## src/rtl/mc_prg_pkg.sv

```systemverilog
package mc_prg_pkg;
   localparam int unsigned REG_W     = 8;
   localparam int unsigned REG_COUNT = 4;
   localparam int unsigned SEL_W     = $clog2(REG_COUNT);
   localparam int unsigned NIB_W     = 4;
   localparam int unsigned MAX_BANK  = 12;

   typedef logic [REG_W-1:0] reg_t;

   typedef struct packed {
      logic [REG_W-1:0] mask;      // 1: bit from inner controller
      logic [REG_W-1:0] base;      // outer base, shifted up by a nibble
      logic             fixed_win; // fixed 16/32 KiB window mode
      logic             wide_win;  // 32 KiB window
      logic [3:1]       win_bits;  // register-supplied window bits
      logic             ram_en;
   } bank_ctl_t;
endpackage

```

## src/rtl/mc_outer_regs.sv

```systemverilog
module mc_outer_regs
   import mc_prg_pkg::*;
#(
   parameter int unsigned DATA_W = REG_W,
   parameter int unsigned NREGS  = REG_COUNT
) (
   input  logic                          clk,
   input  logic                          rst_n,
   input  logic                          wr_en,
   input  logic [$clog2(NREGS)-1:0]      wr_sel,
   input  logic [DATA_W-1:0]             wr_data,
   output logic [NREGS-1:0][DATA_W-1:0]  regs_q
);
   localparam int unsigned CTL_IDX = NREGS - 1;

   if (DATA_W != 8) begin : g_bad_w
      $error("mc_outer_regs: DATA_W must be 8");
   end
   if (NREGS != 4) begin : g_bad_n
      $error("mc_outer_regs: NREGS must be 4");
   end

   logic locked;
   assign locked = regs_q[CTL_IDX][7] & ~regs_q[CTL_IDX][4];

   for (genvar g = 0; g < NREGS; g++) begin : g_reg
      always_ff @(posedge clk) begin
         if (!rst_n)
            regs_q[g] <= '0;
         else if (wr_en && !locked && (wr_sel == g))
            regs_q[g] <= wr_data;
      end
   end

   // an accepted write lands in the addressed register
   a_r1_write_lands: assert property (@(posedge clk) disable iff (!rst_n)
      (wr_en && !locked) |=> regs_q[$past(wr_sel)] == $past(wr_data));

   // a locked write leaves every register untouched
   a_r2_lock_holds: assert property (@(posedge clk) disable iff (!rst_n)
      (wr_en && locked) |=> $stable(regs_q));

   // leaving reset, all registers are clear
   a_r4_reset_clear: assert property (@(posedge clk) disable iff (!rst_n)
      $rose(rst_n) |-> (regs_q == '0));
endmodule

```

## src/rtl/mc_field_decode.sv

```systemverilog
module mc_field_decode
   import mc_prg_pkg::*;
(
   input  reg_t      r0,
   input  reg_t      r1,
   input  reg_t      r3,
   output bank_ctl_t ctl
);
   logic [REG_W-1:0] mask_raw;
   logic [REG_W-1:0] base_raw;

   always_comb begin
      mask_raw    = 8'h3F | {r1[5], r1[6], 6'b0};
      mask_raw[4] = mask_raw[4] ^ r0[6];
      mask_raw[5] = mask_raw[5] ^ r1[7];

      base_raw    = {r0[5:4], r1[3:2], r1[4], r0[2:0]};

      ctl.mask      = mask_raw;
      ctl.base      = base_raw;
      ctl.fixed_win = r3[4];
      ctl.wide_win  = r1[1];
      ctl.win_bits  = r3[3:1];
      ctl.ram_en    = r3[5];
   end

   logic unused_bits;
   assign unused_bits = ^{r1[0], r3[7:6], r3[0], r0[7], r0[3]};
endmodule

```

## src/rtl/mc_bank_select.sv

```systemverilog
module mc_bank_select
   import mc_prg_pkg::*;
#(
   parameter int unsigned BANK_W = 8
) (
   input  logic              clk,
   input  logic              rst_n,
   input  bank_ctl_t         ctl,
   input  logic [REG_W-1:0]  inner_bank,
   input  logic              cpu_a14,
   input  logic              cpu_a13,
   output logic [BANK_W-1:0] bank
);
   if (BANK_W < REG_W || BANK_W > MAX_BANK) begin : g_bad_w
      $error("mc_bank_select: BANK_W out of range 8..12");
   end

   logic [MAX_BANK-1:0] base_w;
   logic [MAX_BANK-1:0] full;
   logic [REG_W-1:0]    mask_eff;
   logic [NIB_W-1:0]    win_low;

   assign base_w   = {ctl.base, {NIB_W{1'b0}}};
   assign mask_eff = ctl.fixed_win ? (ctl.mask & 8'hF0) : ctl.mask;
   assign win_low  = ctl.wide_win ? {ctl.win_bits[3:2], cpu_a14, cpu_a13}
                                  : {ctl.win_bits, cpu_a13};

   for (genvar i = 0; i < MAX_BANK; i++) begin : g_bit
      if (i < NIB_W) begin : g_low
         assign full[i] = ctl.fixed_win ? win_low[i] : inner_bank[i];
      end else if (i < REG_W) begin : g_mid
         assign full[i] = mask_eff[i] ? inner_bank[i] : base_w[i];
      end else begin : g_high
         assign full[i] = base_w[i];
      end
   end

   assign bank = full[BANK_W-1:0];

   if (BANK_W < MAX_BANK) begin : g_sink
      logic unused_high;
      assign unused_high = ^full[MAX_BANK-1:BANK_W];
   end

   // inner mode passes the low nibble through
   a_r5_inner_low: assert property (@(posedge clk) disable iff (!rst_n)
      !ctl.fixed_win |-> (bank[3:0] == inner_bank[3:0]));

   // window mode drives bit 0 from A13
   a_r6_a13_bit0: assert property (@(posedge clk) disable iff (!rst_n)
      ctl.fixed_win |-> (bank[0] == cpu_a13));

   // 32 KiB window drives bit 1 from A14
   a_r7_a14_bit1: assert property (@(posedge clk) disable iff (!rst_n)
      (ctl.fixed_win && ctl.wide_win) |-> (bank[1] == cpu_a14));

   // 16 KiB window takes bits 3..1 from the register
   a_r8_narrow_bits: assert property (@(posedge clk) disable iff (!rst_n)
      (ctl.fixed_win && !ctl.wide_win) |-> (bank[3:1] == ctl.win_bits));
endmodule

```

## src/rtl/mc_prg_compose.sv

```systemverilog
module mc_prg_compose
   import mc_prg_pkg::*;
#(
   parameter int unsigned ADDR_W = 16,
   parameter int unsigned BANK_W = 8
) (
   input  logic              clk,
   input  logic              rst_n,
   input  logic              reg_wr,
   input  logic [ADDR_W-1:0] cpu_addr,
   input  logic [REG_W-1:0]  cpu_data,
   input  logic [REG_W-1:0]  inner_bank,
   output logic [BANK_W-1:0] prg_bank,
   output logic              ram_5xxx_en
);
   localparam int unsigned A14 = 14;
   localparam int unsigned A13 = 13;

   if (ADDR_W < 15) begin : g_bad_a
      $error("mc_prg_compose: ADDR_W must cover A14");
   end

   logic [REG_COUNT-1:0][REG_W-1:0] regs;
   bank_ctl_t                       ctl;

   mc_outer_regs #(.DATA_W(REG_W), .NREGS(REG_COUNT)) u_regs (
      .clk     (clk),
      .rst_n   (rst_n),
      .wr_en   (reg_wr),
      .wr_sel  (cpu_addr[SEL_W-1:0]),
      .wr_data (cpu_data),
      .regs_q  (regs)
   );

   mc_field_decode u_dec (
      .r0  (regs[0]),
      .r1  (regs[1]),
      .r3  (regs[3]),
      .ctl (ctl)
   );

   mc_bank_select #(.BANK_W(BANK_W)) u_sel (
      .clk        (clk),
      .rst_n      (rst_n),
      .ctl        (ctl),
      .inner_bank (inner_bank),
      .cpu_a14    (cpu_addr[A14]),
      .cpu_a13    (cpu_addr[A13]),
      .bank       (prg_bank)
   );

   assign ram_5xxx_en = ctl.ram_en;

   logic unused_in;
   assign unused_in = ^{regs[2], cpu_addr[ADDR_W-1:A14+1], cpu_addr[A13-1:SEL_W]};

   // RAM enable tracks the register bit written one edge earlier
   a_r9_ram_en: assert property (@(posedge clk) disable iff (!rst_n)
      (reg_wr && cpu_addr[1:0] == 2'd3 && !(regs[3][7] && !regs[3][4]))
      |=> (ram_5xxx_en == $past(cpu_data[5])));
endmodule

```

## config.mk

```make
export PLATFORM = sky130hd
export DESIGN_NAME = mc_prg_compose
export DESIGN_NICKNAME = d
export VERILOG_FILES = /design/src/rtl/mc_prg_pkg.sv /design/src/rtl/mc_outer_regs.sv /design/src/rtl/mc_field_decode.sv /design/src/rtl/mc_bank_select.sv /design/src/rtl/mc_prg_compose.sv
export SDC_FILE = /design/constraint.sdc
export NUM_CORES = 1
export LEC_CHECK = 0
export ABC_AREA = 1
export BUFFER_PORTS_ARGS = -buffer_cell sky130_fd_sc_hd__buf_2
export CORE_UTILIZATION = 53
export CTS_CLUSTER_SIZE = 20
export DETAILED_ROUTE_END_ITERATION = 16
export GPL_TIMING_DRIVEN = 1
export PLACE_DENSITY = 0.78
export SYNTH_ARGS = -nofsm -noshare
export SYNTH_HDL_FRONTEND = slang
export SYNTH_HIERARCHICAL = 1
export SYNTH_SLANG_ARGS = --single-unit
```

## constraint.sdc

```tcl
create_clock -name clk -period 2.1 [get_ports clk]
set_input_delay 0.105 -clock clk [delete_from_list [all_inputs] [get_ports clk]]
set_output_delay 0.105 -clock clk [all_outputs]
set_load 0.1 [all_outputs]
```

Word level (Yosys, flattened, before mapping). Index checks and enable logic that the tools add are counted.

$add $sub $neg: 0. Multipliers: 0. Divide/modulo/power cells: 0. $lt $le $gt $ge: 0. Equal/unequal tests: 2. Shift-type cells: 0. Muxes and demuxes: 9. Bitwise operators: 4. Reduce and logical (&&, ||, !) cells: 6.

Operator list (count): $mux 1 (8); $logic_and 1x1->1 (4); $not 1->1 (3); $eq 2x1->1 const B (1); $eq 2x2->1 const B (1); $logic_not 2->1 (1); $mux 2 (1); $and 1x1->1 (1); $logic_not 1->1 (1).

Register bits: 23. Bits in latches: 0. Bits in writable memories: 0. Bits in read-only memories: 0. Bits of input ports: 35. Output and inout port bits: 9. Memories: 0.

Depth between registers and ports, before layout. Gate-level depths: netlist of the first run.

Depth in word-level cells: 5. Mapped depth: 7. Mapped depth without buffers: 6.

Modules after synthesis. The synthesis of the first run kept the hierarchy.

Modules (own cells, without submodules): mc_outer_regs (times used 1, cells each 216, area each 1438.9 sq um, seq. area each 640.6 sq um); mc_field_decode (times used 1, cells each 23, area each 161.4 sq um, seq. area each 0.0 sq um); mc_bank_select (times used 1, cells each 30, area each 118.9 sq um, seq. area each 0.0 sq um).

Least setup slack after synthesis of the first run. No wires, ideal clock.

Path type: reg2out. Start: reg u_regs/regs_q[14] (netlist name). End: out prg_bank[6]. Arrival: 2.529 ns. Path slack: -0.534 ns. Stages on the path, launching flop included: 3. Buffers on the path: 1. Cell sequence: dfxtp_1 > buf_4 > o21ai_0.

Word-level cells in the longest chain between the ends: 1.

Ends and longest elaborated chain: from (decl) (RTL line mc_outer_regs.sv:12) `output logic [NREGS-1:0][DATA_W-1:0] regs_q`; from (signal, indexed assignment) (RTL line mc_outer_regs.sv:31) `regs_q[g] <= wr_data;`; $mux 1 (RTL line mc_bank_select.sv:32) `assign full[i] = mask_eff[i] ? inner_bank[i] : base_w[i];`; to (decl) (RTL line mc_prg_compose.sv:13) `output logic [BANK_W-1:0] prg_bank,`.

No other way between the ends.

Worst setup path after layout of the first run.
Start: reg u_regs/regs_q[28] (netlist name). End: out prg_bank[1].

Word-level cells in the longest chain between the ends: 1.

Ends and longest elaborated chain: $mux 1 (RTL line mc_bank_select.sv:30) `assign full[i] = ctl.fixed_win ? win_low[i] : inner_bank[i];`.

No other way between the ends.

==> results.json, run 1 <==
{
  "outcome": "finished, final reports clean",
  "slew_violations": 0,
  "cts_buffer_depth": 2,
  "n_antenna_cell": 0,
  "reg2reg_depth": 6,
  "cts_setup_buffers": 0,
  "syn-num-nets": 197,
  "grt_pass1_wl_mm": 2.91,
  "cp-start-kind": "flip-flop",
  "worstPathRequired_ns": 2.00,
  "hpwl_mm": 1.31,
  "num_io_pins": 44,
  "hold_path_end": "u_regs/regs_q[0]",
  "largest_reg_flops": 15,
  "holdPathStages": 3,
  "slowest_delay_ns": 0.44,
  "num_rows": 15,
  "numCtsBuffers": 3,
  "crit_cells": 3,
  "tightestPinTransition_ns": 0.489,
  "wl_per_cell_um": 8.38,
  "start_util_pct": 56.4,
  "final_antenna_net_count": 0,
  "rsz0062_at_grt": "false",
  "gp_congestion": 0.791,
  "p_per_area_nw_per_um2": 659,
  "syn_area_um2": 963,
  "critPathBufInv": 1,
  "drive_gt1_share_pct": 25.6,
  "setup_viol": 0,
  "hp-class": "in2reg",
  "die_w_um": 44.6,
  "dr_total_vias": 883,
  "cts_resized": 0,
  "cts.htree.levels": 1,
  "pre_cts_ws_ns": 0.882,
  "regToRegEndpoint": "u_regs/regs_q[9]",
  "finalCritPeriodShare_pct": 67.0,
  "fin_worst_skew_ns": 0.00519,
  "rr_startpoint": "u_regs/regs_q[28]",
  "grt-ovfl-total": 0,
  "avgSynthCellArea_um2": 5.95,
  "drv_cap": 0,
  "hold_buffers": 0,
  "grt_start_max_net_pins": 16,
  "end_kind": "output pin",
  "cts_tree": "yes",
  "regMostFlops": "u_regs/regs_q",
  "die_area_um2": 1990,
  "drt_iter0_drc": 17,
  "timing.final.ws_setup_ns": 0.693,
  "vdd_ir_drop_max_mv": 0.362,
  "core_area_um2": 1710,
  "vias_per_cell": 4.39,
  "wl_mm": 1.69,
  "layout_common_cells": "44 x nand2_1, 31 x buf_2, 31 x inv_1",
  "critical_path_class": "reg2out",
  "clk_latency_ns": 0.29,
  "timing.fmax_mhz": 711,
  "cp_slowest_cell": "dfxtp_1",
  "path_max_fanout": 6,
  "root_buffer": "clkbuf_4",
  "hold_viol": 0,
  "finalInstanceArea_um2": 1050,
  "arrival_ns": 1.30,
  "yosys_warnings": 6,
  "power.leakage_nw": 0.595,
  "grt_usage_pct": 19.5,
  "port_buffers": 31,
  "reg_top3": "u_regs/regs_q: 15 flops",
  "drt-pass1-iter-count": 4,
  "post-route-drc-count": 0,
  "r2r_setup_slack_ns": 0.87,
  "worstHoldStart": "cpu_data[0]",
  "chipHeight_um": 44.6,
  "fin_crit_ns": 1.41,
  "fin_tns_setup_ns": 0,
  "grt_pass1_vias": 772,
  "antenna_found_initial": 0,
  "crit_chain": "nand3_1, nand2_1, buf_2",
  "cp_top_family": "flip-flops",
  "syn-instance-count": 162,
  "relSlewSlack_pct": 67.6,
  "dpl_cell_area_um2": 1020,
  "final_common_cell": "nand2_1",
  "layout.nets": 212,
  "cts_sinks": 15,
  "cts.clk_slew.worst_paths_ns": 0.09,
  "area_delta_synth_final_pct": 9.09
}
==> worst reg2reg max path, delay by kind of cell (launching register included) <==
| family | cells | cell delay (ns) |
|---|---|---|
| buf+inv | 1 | 0.07 |
| flops | 1 | 0.44 |
| simple gates | 5 | 0.68 |
==> metal layers <==
metal	wire [um]	share of wire [%]	GRT usage, %	vias up
met2	787	47	31.5	33
li1	-	-	-	487
met3	104	6.2	2.45	4
met1	770	46	25.4	359
met5	0	0	0	-
met4	23	1.4	9.70	0
==> layout make-up <==
type                    instances  area, um2
inverters                      36        135
well taps                      25       31.3
clock inverters                 1       5.00
multi-input cells              90        402
clock buffers                   3       22.5
fillers                       175        657
flip-flops and latches         15        300
repair buffers                 31        155
==> through the flow <==
step | total power [mW] | hold WS (ns) | util (%) | instances
after global routing | 0.734 | 0.0386 | 61.5 | 201
after floorplan | 0.507 | 0.226 | - | 162
final | 0.693 | 0.0422 | 61.5 | 201
after CTS | 0.704 | 0.0372 | 61.5 | 201
after global placement | 0.531 | 0.330 | 59.9 | 197
after detailed placement | 0.535 | 0.347 | 59.9 | 197
==> power by group <==
group	leakage, nW	total [mW]	switching, mW	internal, mW
clock network	0.0177	0.165	0.0937	0.0709
registers	0.123	0.309	0.00937	0.300
logic	0.454	0.219	0.167	0.0518
==> how the worst max path moves through the flow <==
stage | from | to
6_report | u_regs/regs_q[28] | prg_bank[1]
5_1_grt | u_regs/regs_q[9] | prg_bank[1]
4_1_cts | u_regs/regs_q[28] | prg_bank[1]
3_5_place_dp | u_regs/regs_q[28] | u_regs/regs_q[2]
3_3_place_gp | u_regs/regs_q[28] | u_regs/regs_q[6]
2_1_floorplan | u_regs/regs_q[14] | prg_bank[6]
No activity file was read; power rests on OpenSTA's default activity.
==> inputs of run 2 (changes only) <==
- clock period: 2.1 -> 1.43 ns (I/O delays scaled with it)
==> results.json, run 2 (synthesis gave the netlist of run 1 again) <==
{
  "final_antenna_net_count": 0,
  "cp-start-kind": "flip-flop",
  "regMostFlops": "u_regs/regs_q",
  "holdWs_ns": 0.0117,
  "cts_buffer_depth": 2,
  "hold_buffers": 0,
  "num_rows": 15,
  "slew_violations": 0,
  "layoutNonFillerInstCount": 201,
  "grt-ovfl-total": 0,
  "slowest_delay_ns": 0.43,
  "dr_total_vias": 908,
  "antenna_found_initial": 0,
  "port_buffers": 31,
  "placedCellCount": 197,
  "wl_mm": 1.79,
  "hold_viol": 0,
  "chipHeight_um": 44.6,
  "drt_iter0_drc": 14,
  "fin_util_pct": 62.9,
  "grt_pass1_vias": 775,
  "timing.final.ws_setup_ns": 0.122,
  "hp-class": "in2reg",
  "end_kind": "output pin",
  "start_util_pct": 56.4,
  "dpl_cell_area_um2": 1040,
  "p_per_area_nw_per_um2": 956,
  "setup_viol": 0,
  "reg_top3": "u_regs/regs_q: 15 flops",
  "vias_per_cell": 4.52,
  "finalCritPeriodShare_pct": 91.5,
  "pre_cts_ws_ns": 0.197,
  "relSlewSlack_pct": 67.7,
  "root_buffer": "clkbuf_4",
  "arrival_ns": 1.24,
  "cts.htree.levels": 1,
  "fin_tns_setup_ns": 0,
  "critical_path_class": "reg2out",
  "fin_worst_skew_ns": 0.00182,
  "core_area_um2": 1710,
  "total_power_mw": 1.03,
  "hpwl_mm": 1.34,
  "layout_common_cells": "44 x nand2_1, 31 x inv_1, 27 x buf_2",
  "n_antenna_cell": 0,
  "path_max_fanout": 2,
  "drv_cap": 0,
  "area_delta_synth_final_pct": 11.6,
  "grt_start_max_net_pins": 16,
  "wl_per_cell_um": 8.89,
  "critPathBufInv": 2,
  "largest_reg_flops": 15,
  "num_io_pins": 44,
  "tightestPinTransition_ns": 0.488,
  "finalInstanceArea_um2": 1070,
  "drt-pass1-iter-count": 4,
  "cts_setup_buffers": 0,
  "power.leakage_nw": 0.600,
  "rsz0062_at_grt": "false",
  "clk_latency_ns": 0.28,
  "die_area_um2": 1990,
  "cts_resized": 0,
  "numCtsBuffers": 3,
  "grt_pass1_wl_mm": 2.96,
  "outcome": "finished, final reports clean",
  "die_w_um": 44.6,
  "timing.fmax_mhz": 764,
  "final_common_cell": "nand2_1",
  "post-route-drc-count": 0,
  "cp_top_family": "buffers and inverters",
  "crit_chain": "inv_1, o21ai_2, buf_2",
  "worstPathRequired_ns": 1.36,
  "cts_sinks": 15,
  "cts_tree": "yes",
  "drive_gt1_share_pct": 27.3,
  "layout.nets": 212,
  "cts.clk_slew.worst_paths_ns": 0.09,
  "gp_congestion": 0.773,
  "grt_usage_pct": 19.9,
  "cp_slowest_cell": "buf_2",
  "fill_cells": 168,
  "fin_crit_ns": 1.31,
  "vdd_ir_drop_max_mv": 0.537
}
run 2: changes by cell type in the layout (fill, tap and decap cells not counted):
cell,before,now
o21ai_2,0,4
buf_2,31,27
o21ai_1,4,0
clkinv_2,1,0
clkbuf_4,3,7
clkbuf_1,0,1
run 2: worst reg2reg max path, delay by kind of cell (launching register included):
kind | cells | cell delay (ns)
buf+inv | 1 | 0.07
flops | 1 | 0.45
simple gates | 5 | 0.71
run 2: final timing paths:
check                     from                end  slack, ns  cells after the start
min reg2reg  u_regs/regs_q[12]  u_regs/regs_q[12]       0.50                      2
max          u_regs/regs_q[15]        prg_bank[5]       0.12                      3
min                cpu_data[0]   u_regs/regs_q[0]       0.01                      3
max reg2reg  u_regs/regs_q[28]  u_regs/regs_q[15]       0.13                      6
run 2: routing by layer:
| metal | global-route usage, % | up-vias | share of wire (%) |
|---|---|---|---|
| met1 | 23.3 | 375 | 46 |
| met3 | 2.45 | 4 | 6.8 |
| li1 | - | 488 | - |
| met5 | 0 | - | 0 |
| met4 | 9.70 | 0 | 0.90 |
| met2 | 35.3 | 41 | 46 |
run 2: area by class of cell:
| class | instances | area [um2] | share of cell area, % |
|---|---|---|---|
| Sequential cell | 15 | 300 | 27.9 |
| Inverter | 36 | 135 | 12.6 |
| Timing Repair Buffer | 31 | 165 | 15.4 |
| Clock buffer | 4 | 26.3 | 2.44 |
| Tap cell | 25 | 31.3 | 2.91 |
| Multi-Input combinational cell | 90 | 417 | 38.8 |
run 2: power by group:
group          internal, mW  switching, mW
logic                0.0825          0.250
clock network         0.108          0.132
registers             0.441         0.0143
